[config.mk]
export PLATFORM = sky130hd
export DESIGN_NAME = seg_walk_xlate
export DESIGN_NICKNAME = d
export VERILOG_FILES = /design/src/rtl/seg_walk_pkg.sv /design/src/rtl/seg_addr_gen.sv /design/src/rtl/seg_desc_check.sv /design/src/rtl/seg_walk_ctrl.sv /design/src/rtl/seg_walk_xlate.sv
export SDC_FILE = /design/constraint.sdc
export NUM_CORES = 1
export LEC_CHECK = 0
export ABC_AREA = 1
export ABC_CLOCK_PERIOD_IN_PS = 4800
export BUFFER_PORTS_ARGS = -buffer_cell sky130_fd_sc_hd__buf_4
export CAP_MARGIN = 5
export CORE_ASPECT_RATIO = 0.9
export CORE_UTILIZATION = 25
export CTS_BUF_LIST = sky130_fd_sc_hd__clkbuf_4
export DETAILED_ROUTE_END_ITERATION = 8
export SLEW_MARGIN = 0
export SYNTH_ARGS = -nofsm -noshare
export SYNTH_HDL_FRONTEND = slang
export SYNTH_SLANG_ARGS = --single-unit
[constraint.sdc]
create_clock -name clk -period 4.8 [get_ports clk]
set_input_delay 0.72 -clock clk [delete_from_list [all_inputs] [get_ports clk]]
set_output_delay 0.72 -clock clk [all_outputs]
set_load 0.1 [all_outputs]
[src/rtl/seg_walk_pkg.sv]
package seg_walk_pkg;
  localparam int PA_W   = 24;
  localparam int DATA_W = 32;
  localparam int RT_LSB = 24;

  typedef enum logic [1:0] {
    FLT_NONE   = 2'd0,
    FLT_NOSEG  = 2'd1,
    FLT_LIMIT  = 2'd2,
    FLT_RIGHTS = 2'd3
  } flt_e;

  typedef enum logic [1:0] {
    ACC_RD  = 2'd0,
    ACC_WR  = 2'd1,
    ACC_EX  = 2'd2,
    ACC_BAD = 2'd3
  } acc_e;

  typedef enum logic [1:0] {
    PH_DLO = 2'd0,
    PH_DHI = 2'd1,
    PH_TGT = 2'd2
  } phase_e;

  typedef enum logic [1:0] {
    ST_IDLE  = 2'd0,
    ST_ISSUE = 2'd1,
    ST_WAIT  = 2'd2,
    ST_RESP  = 2'd3
  } state_e;
endpackage

[src/rtl/seg_addr_gen.sv]
module seg_addr_gen
  import seg_walk_pkg::*;
#(
  parameter int ADDR_W = 32,
  parameter int SEG_W  = 4
) (
  input  logic [ADDR_W-1:0] tbase,
  input  logic [SEG_W-1:0]  seg,
  input  phase_e            phase,
  input  logic [PA_W-1:0]   paddr,
  output logic [ADDR_W-1:0] addr
);
  localparam int PAD_SEG = ADDR_W - SEG_W - 3;
  localparam int PAD_PA  = ADDR_W - PA_W;

  logic [ADDR_W-1:0] entry;

  always_comb begin
    entry = tbase + {{PAD_SEG{1'b0}}, seg, 3'b000};
    unique case (phase)
      PH_DLO:  addr = entry;
      PH_DHI:  addr = entry + ADDR_W'(4);
      default: addr = {{PAD_PA{1'b0}}, paddr};
    endcase
  end
endmodule

[src/rtl/seg_desc_check.sv]
module seg_desc_check
  import seg_walk_pkg::*;
(
  input  logic [PA_W-1:0] off,
  input  logic [PA_W-1:0] seg_len,
  input  logic [2:0]      rights,
  input  acc_e            acc,
  output flt_e            fault
);
  logic granted;

  always_comb begin
    unique case (acc)
      ACC_RD:  granted = rights[0];
      ACC_WR:  granted = rights[1];
      ACC_EX:  granted = rights[2];
      default: granted = 1'b0;
    endcase
    if (off >= seg_len)  fault = FLT_LIMIT;
    else if (!granted)   fault = FLT_RIGHTS;
    else                 fault = FLT_NONE;
  end
endmodule

[src/rtl/seg_walk_ctrl.sv]
module seg_walk_ctrl
  import seg_walk_pkg::*;
#(
  parameter int ADDR_W = 32,
  parameter int SEG_W  = 4
) (
  input  logic              clk,
  input  logic              rst_n,
  input  logic [ADDR_W-1:0] tbl_base,
  input  logic [SEG_W:0]    tbl_limit,
  input  logic              req_valid,
  output logic              req_ready,
  input  logic [SEG_W-1:0]  req_seg,
  input  logic [PA_W-1:0]   req_off,
  input  logic [1:0]        req_acc,
  output logic              rsp_valid,
  input  logic              rsp_ready,
  output logic [1:0]        rsp_fault,
  output logic [PA_W-1:0]   rsp_paddr,
  output logic [DATA_W-1:0] rsp_data,
  output logic              mem_req_valid,
  input  logic              mem_req_ready,
  input  logic              mem_rsp_valid,
  input  logic [DATA_W-1:0] mem_rsp_data,
  input  flt_e              chk_fault,
  output logic [ADDR_W-1:0] cur_tbase,
  output logic [SEG_W-1:0]  cur_seg,
  output logic [PA_W-1:0]   cur_off,
  output acc_e              cur_acc,
  output phase_e            cur_phase,
  output logic [PA_W-1:0]   cur_paddr
);
  state_e          st;
  logic [PA_W-1:0] seg_base;
  flt_e            fault_q;
  logic [DATA_W-1:0] data_q;

  assign req_ready     = (st == ST_IDLE);
  assign rsp_valid     = (st == ST_RESP);
  assign mem_req_valid = (st == ST_ISSUE);
  assign rsp_fault     = fault_q;
  assign rsp_data      = data_q;
  assign rsp_paddr     = (fault_q == FLT_NONE) ? cur_paddr : '0;

  always_ff @(posedge clk or negedge rst_n) begin
    if (!rst_n) begin
      st        <= ST_IDLE;
      cur_tbase <= '0;
      cur_seg   <= '0;
      cur_off   <= '0;
      cur_acc   <= ACC_RD;
      cur_phase <= PH_DLO;
      cur_paddr <= '0;
      seg_base  <= '0;
      fault_q   <= FLT_NONE;
      data_q    <= '0;
    end else begin
      unique case (st)
        ST_IDLE: if (req_valid) begin
          cur_tbase <= tbl_base;
          cur_seg   <= req_seg;
          cur_off   <= req_off;
          cur_acc   <= acc_e'(req_acc);
          cur_phase <= PH_DLO;
          cur_paddr <= '0;
          data_q    <= '0;
          if ({1'b0, req_seg} >= tbl_limit) begin
            fault_q <= FLT_NOSEG;
            st      <= ST_RESP;
          end else begin
            fault_q <= FLT_NONE;
            st      <= ST_ISSUE;
          end
        end
        ST_ISSUE: if (mem_req_ready) st <= ST_WAIT;
        ST_WAIT: if (mem_rsp_valid) begin
          unique case (cur_phase)
            PH_DLO: begin
              seg_base  <= mem_rsp_data[PA_W-1:0];
              cur_phase <= PH_DHI;
              st        <= ST_ISSUE;
            end
            PH_DHI: begin
              if (chk_fault != FLT_NONE) begin
                fault_q <= chk_fault;
                st      <= ST_RESP;
              end else begin
                cur_paddr <= seg_base + cur_off;
                cur_phase <= PH_TGT;
                st        <= ST_ISSUE;
              end
            end
            default: begin
              data_q <= mem_rsp_data;
              st     <= ST_RESP;
            end
          endcase
        end
        default: if (rsp_ready) st <= ST_IDLE;
      endcase
    end
  end
endmodule

[src/rtl/seg_walk_xlate.sv]
module seg_walk_xlate
  import seg_walk_pkg::*;
#(
  parameter int ADDR_W = 32,
  parameter int SEG_W  = 4
) (
  input  logic              clk,
  input  logic              rst_n,
  input  logic [ADDR_W-1:0] tbl_base,
  input  logic [SEG_W:0]    tbl_limit,
  input  logic              req_valid,
  output logic              req_ready,
  input  logic [SEG_W-1:0]  req_seg,
  input  logic [PA_W-1:0]   req_off,
  input  logic [1:0]        req_acc,
  output logic              rsp_valid,
  input  logic              rsp_ready,
  output logic [1:0]        rsp_fault,
  output logic [PA_W-1:0]   rsp_paddr,
  output logic [DATA_W-1:0] rsp_data,
  output logic              mem_req_valid,
  input  logic              mem_req_ready,
  output logic [ADDR_W-1:0] mem_req_addr,
  input  logic              mem_rsp_valid,
  input  logic [DATA_W-1:0] mem_rsp_data
);
  logic [ADDR_W-1:0] cur_tbase;
  logic [SEG_W-1:0]  cur_seg;
  logic [PA_W-1:0]   cur_off;
  logic [PA_W-1:0]   cur_paddr;
  acc_e              cur_acc;
  phase_e            cur_phase;
  flt_e              chk_fault;

  seg_walk_ctrl #(.ADDR_W(ADDR_W), .SEG_W(SEG_W)) u_ctrl (
    .clk(clk), .rst_n(rst_n), .tbl_base(tbl_base), .tbl_limit(tbl_limit),
    .req_valid(req_valid), .req_ready(req_ready), .req_seg(req_seg),
    .req_off(req_off), .req_acc(req_acc), .rsp_valid(rsp_valid),
    .rsp_ready(rsp_ready), .rsp_fault(rsp_fault), .rsp_paddr(rsp_paddr),
    .rsp_data(rsp_data), .mem_req_valid(mem_req_valid),
    .mem_req_ready(mem_req_ready), .mem_rsp_valid(mem_rsp_valid),
    .mem_rsp_data(mem_rsp_data), .chk_fault(chk_fault),
    .cur_tbase(cur_tbase), .cur_seg(cur_seg), .cur_off(cur_off),
    .cur_acc(cur_acc), .cur_phase(cur_phase), .cur_paddr(cur_paddr)
  );

  seg_addr_gen #(.ADDR_W(ADDR_W), .SEG_W(SEG_W)) u_agen (
    .tbase(cur_tbase), .seg(cur_seg), .phase(cur_phase),
    .paddr(cur_paddr), .addr(mem_req_addr)
  );

  seg_desc_check u_chk_desc (
    .off(cur_off),
    .seg_len(mem_rsp_data[PA_W-1:0]),
    .rights(mem_rsp_data[RT_LSB+2:RT_LSB]),
    .acc(cur_acc),
    .fault(chk_fault)
  );
endmodule

After elaboration in Yosys (flattened, before gate mapping)
Index checks and enable logic that the tools add are counted.
{"block": "word_totals", "reg_bits": 148}
{"block": "classes", "n_eq_ne": 15, "muxes": 33, "reduce_logical": 15, "magnitude_cmp": 2, "addsub": 3}
{"op": "$pmux W32 S2", "n": 2}
{"op": "$mux W24", "n": 5}
{"op": "$mux W32", "n": 3}
{"op": "$pmux W24 S2", "n": 1}
{"op": "$add A32 B3 Y32 const B", "n": 1}
{"op": "$add A32 B7 Y32", "n": 1}
{"op": "$mux W2", "n": 15}
{"op": "$add A24 B24 Y24", "n": 1}
{"op": "$ge A24 B24 Y1", "n": 1}
{"op": "$pmux W2 S2", "n": 4}
{"op": "$reduce_and A5 Y1", "n": 3}
{"op": "$logic_not A2 Y1", "n": 4}
{"op": "$ne A2 B2 Y1 const B", "n": 4}
{"op": "$reduce_and A4 Y1", "n": 2}
{"op": "$eq A2 B1 Y1 const B", "n": 3}
{"op": "$eq A2 B2 Y1 const B", "n": 3}
{"op": "$ne A2 B1 Y1 const B", "n": 3}
{"op": "$pmux W2 S3", "n": 1}
{"op": "$ge A4 B5 Y1", "n": 1}
{"op": "$reduce_bool A2 Y1", "n": 2}
{"op": "$reduce_bool A4 Y1", "n": 1}
{"op": "$ne A3 B1 Y1 const B", "n": 1}
{"op": "$ne A3 B3 Y1 const B", "n": 1}
{"op": "$pmux W1 S3", "n": 1}
{"op": "4 further kinds", "n": 4}

Longest topological paths before layout
Gate-level depths: netlist of the first run.
{"block": "depth", "word_depth": 9, "depth_mapped": 20}

Cells and area by module
Synthesis of the first run repeated with hierarchy kept, for this count alone.
{"block": "hier_totals", "hier_cells": 1524, "hier_area_um2": 10948.0}
{"mod": "seg_walk_ctrl", "area_per_inst_um2": 7729.9, "seq_area_each_um2": 3703.6, "cells_each": 889, "n_inst": 1}
{"mod": "seg_addr_gen", "area_per_inst_um2": 2502.4, "seq_area_each_um2": 0.0, "cells_each": 515, "n_inst": 1}
{"mod": "seg_desc_check", "area_per_inst_um2": 715.7, "seq_area_each_um2": 0.0, "cells_each": 120, "n_inst": 1}

Least setup slack after synthesis of the first run
Ideal clock, no wire load.
{"block": "synth_path", "path_kind": "reg2out", "from": "register u_ctrl.cur_tbase[3]", "to": "output mem_req_addr[11]", "path_buffers": 0, "path_stages_with_launch": 14, "path_slack_ps": -13, "required_time_ps": 4080, "arrival_ps": 4093, "path_cell_list": "dfrtp_1 ha_1 inv_1 fa_1 inv_1 nand3_2 nand2_4 nand2_2 nand2_2 nand3_2 nor2_1 nand2_1 xor2_1 o21ai_0"}
{"block": "synth_between", "elab_chain_len": 3}
{"element": "start: declaration", "line_no": "seg_walk_ctrl.sv:26", "rtl": "output logic [ADDR_W-1:0] cur_tbase,"}
{"element": "start signal: assignment", "line_no": "seg_walk_ctrl.sv:60", "rtl": "cur_tbase <= tbl_base;"}
{"element": "$add A32 B7 Y32 (*)", "line_no": "seg_addr_gen.sv:19", "rtl": "entry = tbase + {{PAD_SEG{1'b0}}, seg, 3'b000};"}
{"element": "$add A32 B3 Y32", "line_no": "seg_addr_gen.sv:22", "rtl": "PH_DHI: addr = entry + ADDR_W'(4);"}
{"element": "$pmux W32 S2 (*)", "line_no": "seg_addr_gen.sv:20", "rtl": "unique case (phase)"}
{"element": "end: declaration", "line_no": "seg_walk_xlate.sv:23", "rtl": "output logic [ADDR_W-1:0] mem_req_addr,"}
Mark *: on every way between the ends. The rest lies on a longest branch, timed or not.

Worst setup path after layout of the first run
{"block": "layout_path", "from": "register u_ctrl.cur_seg[0]", "to": "output mem_req_addr[23]"}
{"block": "layout_between", "elab_chain_len": 3}
{"element": "start: declaration", "line_no": "seg_walk_ctrl.sv:27", "rtl": "output logic [SEG_W-1:0] cur_seg,"}
{"element": "start signal: assignment", "line_no": "seg_walk_ctrl.sv:61", "rtl": "cur_seg <= req_seg;"}
{"element": "$add A32 B7 Y32 (*)", "line_no": "seg_addr_gen.sv:19"}
{"element": "$add A32 B3 Y32", "line_no": "seg_addr_gen.sv:22"}
{"element": "$pmux W32 S2 (*)", "line_no": "seg_addr_gen.sv:20"}
Marked as above.

==> results by group, run 1 <==
Status
  • Status: completed

Route
  • Vias per Instance: 4.59
  • Wirelength per Cell: 16.2 um
  • Vias: 9975
  • Post-DRT Antenna Nets: 0
  • Detailed Routing Iterations Pass 1: 5
  • DRC violations left: 0
  • Initial drt markers: 609
  • Final WL: 35.2 mm

STA
  • Final setup viols: 0
  • Clk_skew: 34.2 ps
  • Period utilisation layout: 0.905
  • Slew @ Worst Pin: 933 ps
  • Final setup TNS: 0 ps
  • Max frequency: 0.230 GHz
  • Max-slew violation count: 0
  • Fin. Hold Viols: 0
  • Slew margin rel.: 0.378
  • RSZ-0062 raised after global routing: false
  • Period minus WS final: 4340 ps

Clocking
  • Clock Path Buffers: 2
  • Clock Sink Count: 148
  • Clock Latency Late Sink: 630 ps
  • Post-CTS Hold Buffers: 0
  • H-tree levels: 4
  • Num CTS Buffers: 17
  • CTS clk-pin slew, worst paths: 160 ps
  • Cts repair resizes: 0
  • Clock root cell: clkbuf_4
  • Post-CTS Setup Inserts: 0
  • CTS tree: yes

Cells and area
  • Area occupied by multi-input gates: 5860 um2
  • Layout Cells excl Fill: 2172
  • Final net count: 1782
  • Share of cells above drive strength 1: 0.220
  • Reg area: 3700 um2
  • Layout Area Growth over Synthesis: 22.8%
  • Fill cells: 4457

Placed design
  • IO Port Bufs: 197
  • Placer Congestion: 0.911
  • Detailed Place HPWL: 28.4 mm
  • Inst Count DP: 2136

Setup path
  • Crit path largest cell delay: 420 ps
  • CP cell instances: ha_1, inv_1, fa_1, inv_1, nand3_2, nand2_4, nand2_8, o21ai_4, nand2_4, nor2_4, nand2_1, nor3_2, nand2_1, nand2_1, nand3_1, nand2_1, buf_4
  • Kind of critical path: register to output port
  • Top cell by count, worst path: nand2_1
  • Crit path max fanout: 8
  • End of the worst register-to-register path: u_ctrl.cur_paddr[21]
  • CP Capture Type: output port
  • Critical Path RT: 4080 ps
  • RR Startpoint: u_ctrl.cur_phase[0]
  • Worst reg-to-reg setup slack: 1070 ps
  • Crit path DAT: 3620 ps
  • CP max-delay cell: fa_1
  • Worst R2R Path Depth: 7
  • Type of origin of the critical path: register

Die
  • DIE WIDTH: 217 um
  • Initial Util: 0.255
  • Ports: 198
  • Total core area: 40900 um2
  • Full die area: 42500 um2
  • Num rows: 70
  • Chip height: 196 um

Logic synthesis
  • Post-synth ARST share: 1.00
  • Synth area leader: dfrtp_1
  • Yosys warns: 0
  • Seq/Total Area, Yosys: 0.355
  • Cells after Synth: 1433
  • EDFF count, synth: 0
  • Ys flop type: dfrtp_1
  • Post-Syn Area: 10400 um2
  • Synth Area per Inst: 7.27 um2
  • Library cells used by synthesis: 48
  • Flop and latch count out of synthesis: 148
  • Mapped Nets: 1600
  • Area contributors post-synth: dfrtp_1, nand2_1, ha_1
  • Top cell type's share of synthesized area: 0.355

Global route
  • GRT Total Usage: 0.166
  • Initial antenna violation count: 3
  • Pin count of the biggest net entering global routing: 93
  • Vias in the first global route: 9648
  • Grt ovf: 0
  • First-pass GRT wire length: 54.2 mm

Run
  • Number of max-cap violations: 0

Worst hold path
  • Hold crit path type: input pin to async pin
==> registers in the layout, indices dropped and copies added (netlist names) <==
| register | cells |
|---|---|
| u_ctrl.cur_tbase | 32 |
| u_ctrl.cur_seg | 4 |
| u_ctrl.rsp_fault | 2 |
| u_ctrl.st | 2 |
| u_ctrl.seg_base | 24 |
| u_ctrl.rsp_data | 32 |
| u_ctrl.cur_paddr | 24 |
| u_ctrl.cur_off | 24 |
| u_ctrl.cur_acc | 2 |
| u_ctrl.cur_phase | 2 |
==> layout by cell type (no fill, tap or decap), drive strengths merged, types with 14 or more instances in the layout <==
cell type / count
a21oi: 88
buf: 204
clkbuf: 17
dfrtp: 148
ha: 60
inv: 194
mux2: 37
nand2: 340
nand3: 125
nand4: 21
nor2: 188
nor3: 14
o21ai: 125
==> how the worst max path moves through the flow <==
stage / start / endpoint / cells after the start
after CTS: u_ctrl.cur_tbase[3] / mem_req_addr[27] / 19
after detailed placement: u_ctrl.cur_tbase[3] / mem_req_addr[27] / 19
after floorplan: u_ctrl.cur_tbase[3] / mem_req_addr[7] / 9
after global placement: u_ctrl.cur_phase[0] / u_ctrl.cur_paddr[21] / 7
final: u_ctrl.cur_seg[0] / mem_req_addr[23] / 17
after global routing: u_ctrl.cur_seg[0] / mem_req_addr[25] / 19
==> cells in the mapped netlist (10+ instances only) <==
cell type  number
nand2_1       310
inv_1         174
nor2_1        166
dfrtp_1       148
nand3_1       120
o21ai_0       120
a21oi_1        85
ha_1           60
mux2_2         37
clkbuf_1       31
nand2_2        23
nand4_1        21
inv_2          12
nor3_1         12
nor2_2         10
==> final cells by class <==
| cell class | instances | share of cell area |
|---|---|---|
| antenna | 4 | 0.000782 |
| clock buffer | 17 | 0.00998 |
| clock inverter | 15 | 0.0130 |
| multi-input combinational | 1056 | 0.458 |
| timing repair buffer | 204 | 0.121 |
| sequential | 148 | 0.290 |
| inverter | 188 | 0.0552 |
| tap | 540 | 0.0528 |
==> worst max-delay path, delay by kind of cell, from the launching register on <==
family	cells	cell delay (ps)
and+or+nand+nor	11	1380
adders and majority gates	2	630
buffers and inverters	3	450
DFF	1	370
AOI/OAI and AO/OA	1	150
==> stage by stage <==
step	hold slack [ps]	setup WS, ps	util	instance area, um2
finish	129	456	0.313	12800
global route	136	88.3	0.313	12800
CTS	134	379	0.313	12800
detailed placement	474	1110	0.305	12500
global placement	468	1090	0.305	12500
floorplan	424	325	-	10400
==> cells by family (layout without fill, tap and decap cells) <==
family,after synthesis,count (layout),share of synthesized area
simple gates,703,703,0.308
compound gates,241,241,0.125
buf+inv,229,424,0.0843
flops,148,148,0.355
fa+ha+maj,62,62,0.0759
mux,37,37,0.0400
xor+xnor,13,13,0.0116
other cells,0,4,0
==> routing by layer <==
metal | vias up | share of wire | global-route usage
met2 | 207 | 0.45 | 0.267
met4 | 0 | 0.013 | 0.0399
met1 | 4714 | 0.48 | 0.225
met5 | - | 0 | 0
li1 | 5032 | - | -
met3 | 22 | 0.054 | 0.0378
Power of run 1 is not shown: default switching activity piles up to over one toggle a cycle in this logic, so the estimate is an artifact.
==> run 2: changes to the inputs <==
--- a/config.mk
+++ b/config.mk
@@ -13,6 +13,7 @@
 export CORE_UTILIZATION = 25
 export CTS_BUF_LIST = sky130_fd_sc_hd__clkbuf_4
 export DETAILED_ROUTE_END_ITERATION = 8
+export REMOVE_ABC_BUFFERS = 1
 export SLEW_MARGIN = 0
 export SYNTH_ARGS = -nofsm -noshare
 export SYNTH_HDL_FRONTEND = slang
==> results by group, run 2 (synthesized netlist as in run 1, its figures left out) <==
Setup path
  • Crit path DAT: 3670 ps (was 3620 ps)
  • Critical Path RT: 4080 ps (about the same)
  • CP Capture Type: output port (unchanged)
  • Worst R2R Path Depth: 10 (was 7)
  • Type of origin of the critical path: register (unchanged)
  • Kind of critical path: register to output port (unchanged)
  • Crit path max fanout: 9 (was 8)

STA
  • Clk_skew: 28.1 ps (was 34.2 ps)
  • Max frequency: 0.228 GHz (was 0.230 GHz)
  • Slew margin rel.: 0.354 (was 0.378)
  • Period utilisation layout: 0.915 (was 0.905)
  • Final worst-path setup slack: 408 ps (was 456 ps)
  • Slew @ Worst Pin: 968 ps (was 933 ps)
  • Final setup viols: 0 (unchanged)
  • Period minus WS final: 4390 ps (was 4340 ps)
  • Fin. Hold Viols: 0 (unchanged)
  • Max-slew violation count: 0 (unchanged)
  • RSZ-0062 raised after global routing: false (unchanged)

Clocking
  • Clock Sink Count: 148 (unchanged)
  • Clock root cell: clkbuf_4 (unchanged)
  • CTS clk-pin slew, worst paths: 160 ps (about the same)
  • Post-CTS Hold Buffers: 0 (unchanged)
  • Post-CTS Setup Inserts: 0 (unchanged)
  • CTS tree: yes (unchanged)
  • Clock Path Buffers: 2 (unchanged)
  • H-tree levels: 4 (unchanged)
  • Num CTS Buffers: 17 (unchanged)
  • Cts repair resizes: 0 (unchanged)
  • Clock Latency Late Sink: 650 ps (was 630 ps)

Cells and area
  • Commonest non-fill, non-tap cell in the layout: nand2_1 (unchanged)
  • Share of cells above drive strength 1: 0.221 (was 0.220)
  • Layout Area Growth over Synthesis: 23.0% (was 22.8%)
  • Final net count: 1784 (was 1782)
  • Commonest non-fill, non-tap cells in the layout: nand2_1, buf_4, inv_1, nor2_1, dfrtp_1 (unchanged)
  • Post-route cell area: 12800 um2 (about the same)

Route
  • Post-DRT Antenna Nets: 0 (unchanged)
  • Detailed Routing Iterations Pass 1: 5 (unchanged)
  • Vias per Instance: 4.59 (about the same)
  • Initial drt markers: 593 (was 609)
  • Vias: 9987 (was 9975)
  • DRC violations left: 0 (unchanged)
  • Wirelength per Cell: 15.7 um (was 16.2 um)
  • Final WL: 34.2 mm (was 35.2 mm)

Global route
  • First-pass GRT wire length: 54.7 mm (was 54.2 mm)
  • Pin count of the biggest net entering global routing: 96 (was 93)
  • Vias in the first global route: 9781 (was 9648)
  • GRT Total Usage: 0.167 (was 0.166)
  • Grt ovf: 0 (unchanged)
  • Initial antenna violation count: 1 (was 3)

Die
  • Chip height: 196 um (unchanged)
  • DIE WIDTH: 217 um (unchanged)
  • Full die area: 42500 um2 (unchanged)
  • Num rows: 70 (unchanged)
  • Initial Util: 0.255 (unchanged)
  • Total core area: 40900 um2 (unchanged)
  • Ports: 198 (unchanged)

Placed design
  • Detailed Place HPWL: 27.1 mm (was 28.4 mm)
  • Placer Congestion: 0.835 (was 0.911)
  • IO Port Bufs: 197 (unchanged)
  • DP Worst Slack: 1110 ps (about the same)
  • Area after DPL: 12500 um2 (about the same)

Status
  • Status: completed (unchanged)

Worst hold path
  • Hold crit path type: input pin to async pin (unchanged)

Run
  • Number of max-cap violations: 0 (unchanged)
run 2: changes by cell type in the layout (fill, tap and decap cells not counted), sizes merged:
| cell | delta |
|---|---|
| buf | +2 |
| inv | -5 |
| clkbuf | +2 |
| clkinv | +5 |
| bufinv | +1 |
| clkinvlp | -3 |
run 2: metal layers:
metal / up-vias / wire length [um] / part of all wire / global-route usage
li1: 5046 / - / - / -
met1: 4681 / 15800 / 0.46 / 0.216
met2: 224 / 16400 / 0.48 / 0.279
met3: 36 / 1400 / 0.041 / 0.0330
met4: 0 / 604 / 0.018 / 0.0480
met5: - / 0 / 0 / 0
run 2: layout make-up:
class	instances	area, um2
Clock inverter	13	175
Sequential cell	148	3700
Tap cell	540	676
Timing Repair Buffer	206	1550
Multi-Input combinational cell	1056	5860
Clock buffer	19	143
Antenna cell	4	10.0
Inverter	188	706
Fill cell	4469	28100
run 2: stage by stage:
step | TNS (ps) | util | std cells | hold WS [ps]
finish | 0 | 0.313 | 2174 | 175
global route | 0 | 0.313 | 2174 | 175
CTS | 0 | 0.313 | 2170 | 145
detailed placement | 0 | 0.305 | 2138 | 471
global placement | 0 | 0.305 | 2138 | 468
floorplan | -13.0 | - | 1392 | 424
run 2: path summary, 6_finish.rpt:
kind | from | to | slack, ps
worst min-delay path | rst_n | u_ctrl.cur_tbase[9] | 180
min in group clk | req_off[10] | u_ctrl.cur_off[10] | 280
worst min register to register | u_ctrl.cur_paddr[17] | u_ctrl.cur_paddr[17] | 500
worst max-delay path | u_ctrl.cur_seg[0] | mem_req_addr[22] | 410
max in group asynchronous | rst_n | u_ctrl.cur_off[20] | 3610
worst max register to register | u_ctrl.st[0] | u_ctrl.rsp_data[16] | 1530
run 2: critical path: stages (launching register included):
cell     delay [ps]
dfrtp_1         390
ha_1            210
inv_1            70
fa_1            420
inv_1            90
nand3_2         100
nand2_4         190
nand2_8          90
o21ai_4         150
nand2_4         100
nor2_4          170
nand2_4          90
nor2_8          210
nand3_1         100
nand2_1          70
nand2_1         100
a21oi_2         170
buf_4           310
Power of run 2 is left out for the same reason.
==> run 3: changes to the inputs <==
--- a/config.mk
+++ b/config.mk
@@ -9,10 +9,13 @@
 export ABC_CLOCK_PERIOD_IN_PS = 4800
 export BUFFER_PORTS_ARGS = -buffer_cell sky130_fd_sc_hd__buf_4
 export CAP_MARGIN = 5
+export CELL_PAD_IN_SITES_DETAIL_PLACEMENT = 1
+export CELL_PAD_IN_SITES_GLOBAL_PLACEMENT = 2
 export CORE_ASPECT_RATIO = 0.9
 export CORE_UTILIZATION = 25
 export CTS_BUF_LIST = sky130_fd_sc_hd__clkbuf_4
 export DETAILED_ROUTE_END_ITERATION = 8
+export PLACE_DENSITY_LB_ADDON = 0.1
 export REMOVE_ABC_BUFFERS = 1
 export SLEW_MARGIN = 0
 export SYNTH_ARGS = -nofsm -noshare
==> results by group, run 3 (synthesized netlist as in run 1, its figures left out) <==
Status
  • Status: completed (unchanged)

Placed design
  • Inst Count DP: 2140 (was 2138)
  • Area after DPL: 12500 um2 (about the same)
  • Placer Congestion: 0.818 (was 0.835)
  • IO Port Bufs: 197 (unchanged)
  • Detailed Place HPWL: 29.2 mm (was 27.1 mm)

Route
  • Vias: 9884 (was 9987)
  • Vias per Instance: 4.55 (was 4.59)
  • Detailed Routing Iterations Pass 1: 4 (was 5)
  • Wirelength per Cell: 16.8 um (was 15.7 um)
  • Initial drt markers: 341 (was 593)
  • Final WL: 36.5 mm (was 34.2 mm)
  • Post-DRT Antenna Nets: 0 (unchanged)
  • DRC violations left: 0 (unchanged)

Setup path
  • CP cell instances: ha_1, inv_1, fa_1, inv_1, nand3_2, nand2_4, nand2_4, nand2_2, nand2_2, nor2_8, nand2_2, nor2_2, nand2_1, xnor2_1, a21oi_1, buf_4 (was ha_1, inv_1, fa_1, inv_1, nand3_2, nand2_4, nand2_8, o21ai_4, nand2_4, nor2_4, nand2_4, nor2_8, nand3_1, nand2_1, nand2_1, a21oi_2, buf_4)
  • Top cell by count, worst path: nand2_2 (was nand2_4)
  • Crit path DAT: 3690 ps (was 3670 ps)
  • CP max-delay cell: fa_1 (unchanged)
  • CP Capture Type: output port (unchanged)
  • Crit path buf inv count: 3 (unchanged)
  • CP top delay family: simple AND/OR/NAND/NOR gates (unchanged)
  • Crit path max fanout: 8 (was 9)
  • Kind of critical path: register to output port (unchanged)
  • Critical Path RT: 4080 ps (about the same)
  • Type of origin of the critical path: register (unchanged)
  • Crit path largest cell delay: 420 ps (about the same)

Clocking
  • Clock Latency Late Sink: 640 ps (was 650 ps)
  • Post-CTS Hold Buffers: 0 (unchanged)
  • Post-CTS Setup Inserts: 0 (unchanged)
  • H-tree levels: 4 (unchanged)
  • Clock Path Buffers: 2 (unchanged)
  • CTS tree: yes (unchanged)
  • Num CTS Buffers: 17 (unchanged)
  • Clock root cell: clkbuf_4 (unchanged)
  • Cts repair resizes: 0 (unchanged)
  • CTS clk-pin slew, worst paths: 160 ps (about the same)
  • Clock Sink Count: 148 (unchanged)

Die
  • Initial Util: 0.255 (unchanged)
  • Chip height: 196 um (unchanged)
  • DIE WIDTH: 217 um (unchanged)
  • Num rows: 70 (unchanged)
  • Total core area: 40900 um2 (unchanged)
  • Full die area: 42500 um2 (unchanged)
  • Ports: 198 (unchanged)

Cells and area
  • Fill cells: 5049 (was 4469)
  • Final net count: 1786 (was 1784)
  • Share of cells above drive strength 1: 0.222 (was 0.221)
  • Area occupied by multi-input gates: 5860 um2 (unchanged)
  • Commonest non-fill, non-tap cell in the layout: nand2_1 (unchanged)
  • Commonest non-fill, non-tap cells in the layout: nand2_1, buf_4, inv_1, nor2_1, dfrtp_1 (unchanged)
  • Layout Area Growth over Synthesis: 23.1% (was 23.0%)
  • Reg area: 3700 um2 (unchanged)
  • Layout Cells excl Fill: 2173 (was 2174)
  • Post-route cell area: 12800 um2 (about the same)

STA
  • Clk_skew: 21.7 ps (was 28.1 ps)
  • Slew margin rel.: 0.371 (was 0.354)
  • Slew @ Worst Pin: 944 ps (was 968 ps)
  • Final setup viols: 0 (unchanged)
  • Fin. Hold Viols: 0 (unchanged)
  • Max-slew violation count: 0 (unchanged)
  • Period minus WS final: 4410 ps (was 4390 ps)
  • RSZ-0062 raised after global routing: false (unchanged)
  • Final setup TNS: 0 ps (unchanged)
  • Period utilisation layout: 0.920 (was 0.915)
  • Max frequency: 0.227 GHz (was 0.228 GHz)

Global route
  • Initial antenna violation count: 1 (unchanged)
  • GRT Total Usage: 0.180 (was 0.167)
  • Grt ovf: 0 (unchanged)
  • Vias in the first global route: 10.6k (was 9781)
  • Pin count of the biggest net entering global routing: 75 (was 96)
  • First-pass GRT wire length: 59.1 mm (was 54.7 mm)

Run
  • Number of max-cap violations: 0 (unchanged)

Worst hold path
  • Hold crit path type: input pin to async pin (unchanged)
-- run 3: changes by cell type in the layout (fill, tap and decap cells not counted), sizes merged --
cell      previous run  this run
inv                189       193
clkbuf              19        17
clkinvlp             0         1
buf                206       208
clkinv               9         6
diode                4         1
-- run 3: metrics by stage --
stage / hold slack (ps) / utilization / setup WS [ps]
floorplan: 424 / - / -13.0
global placement: 471 / 0.306 / 1090
detailed placement: 477 / 0.306 / 1020
CTS: 40.6 / 0.314 / 264
global route: 44.4 / 0.314 / 50.8
finish: 81.9 / 0.314 / 385
-- run 3: path summary, 6_finish.rpt --
kind                                      start                    to  slack, ps  cells after the start
max                         u_ctrl.cur_tbase[3]      mem_req_addr[13]        390                     16
min                                       rst_n  u_ctrl.cur_tbase[13]         80                      1
max reg2reg                  u_ctrl.cur_off[19]  u_ctrl.cur_paddr[20]       2000                     11
min reg2reg                u_ctrl.cur_paddr[15]  u_ctrl.cur_paddr[15]        500                      2
max in group asynchronous                 rst_n   u_ctrl.rsp_data[16]       3580                      2
min in group clk                     req_off[2]     u_ctrl.cur_off[2]        300                      2
-- run 3: layout make-up --
cell class,count,area share
Multi-Input combinational cell,1056,0.456
Sequential cell,148,0.289
Timing Repair Buffer,208,0.122
Inverter,188,0.0550
Tap cell,540,0.0527
Clock inverter,15,0.0151
Clock buffer,17,0.00995
Antenna cell,1,0.000195
-- run 3: layer usage --
metal / up-vias / track usage / share of wire
met5: - / 0 / 0
met4: 0 / 0.0391 / 0.013
met3: 26 / 0.0347 / 0.029
met2: 123 / 0.313 / 0.50
met1: 4698 / 0.228 / 0.46
li1: 5037 / - / -
Power of run 3 is left out for the same reason.
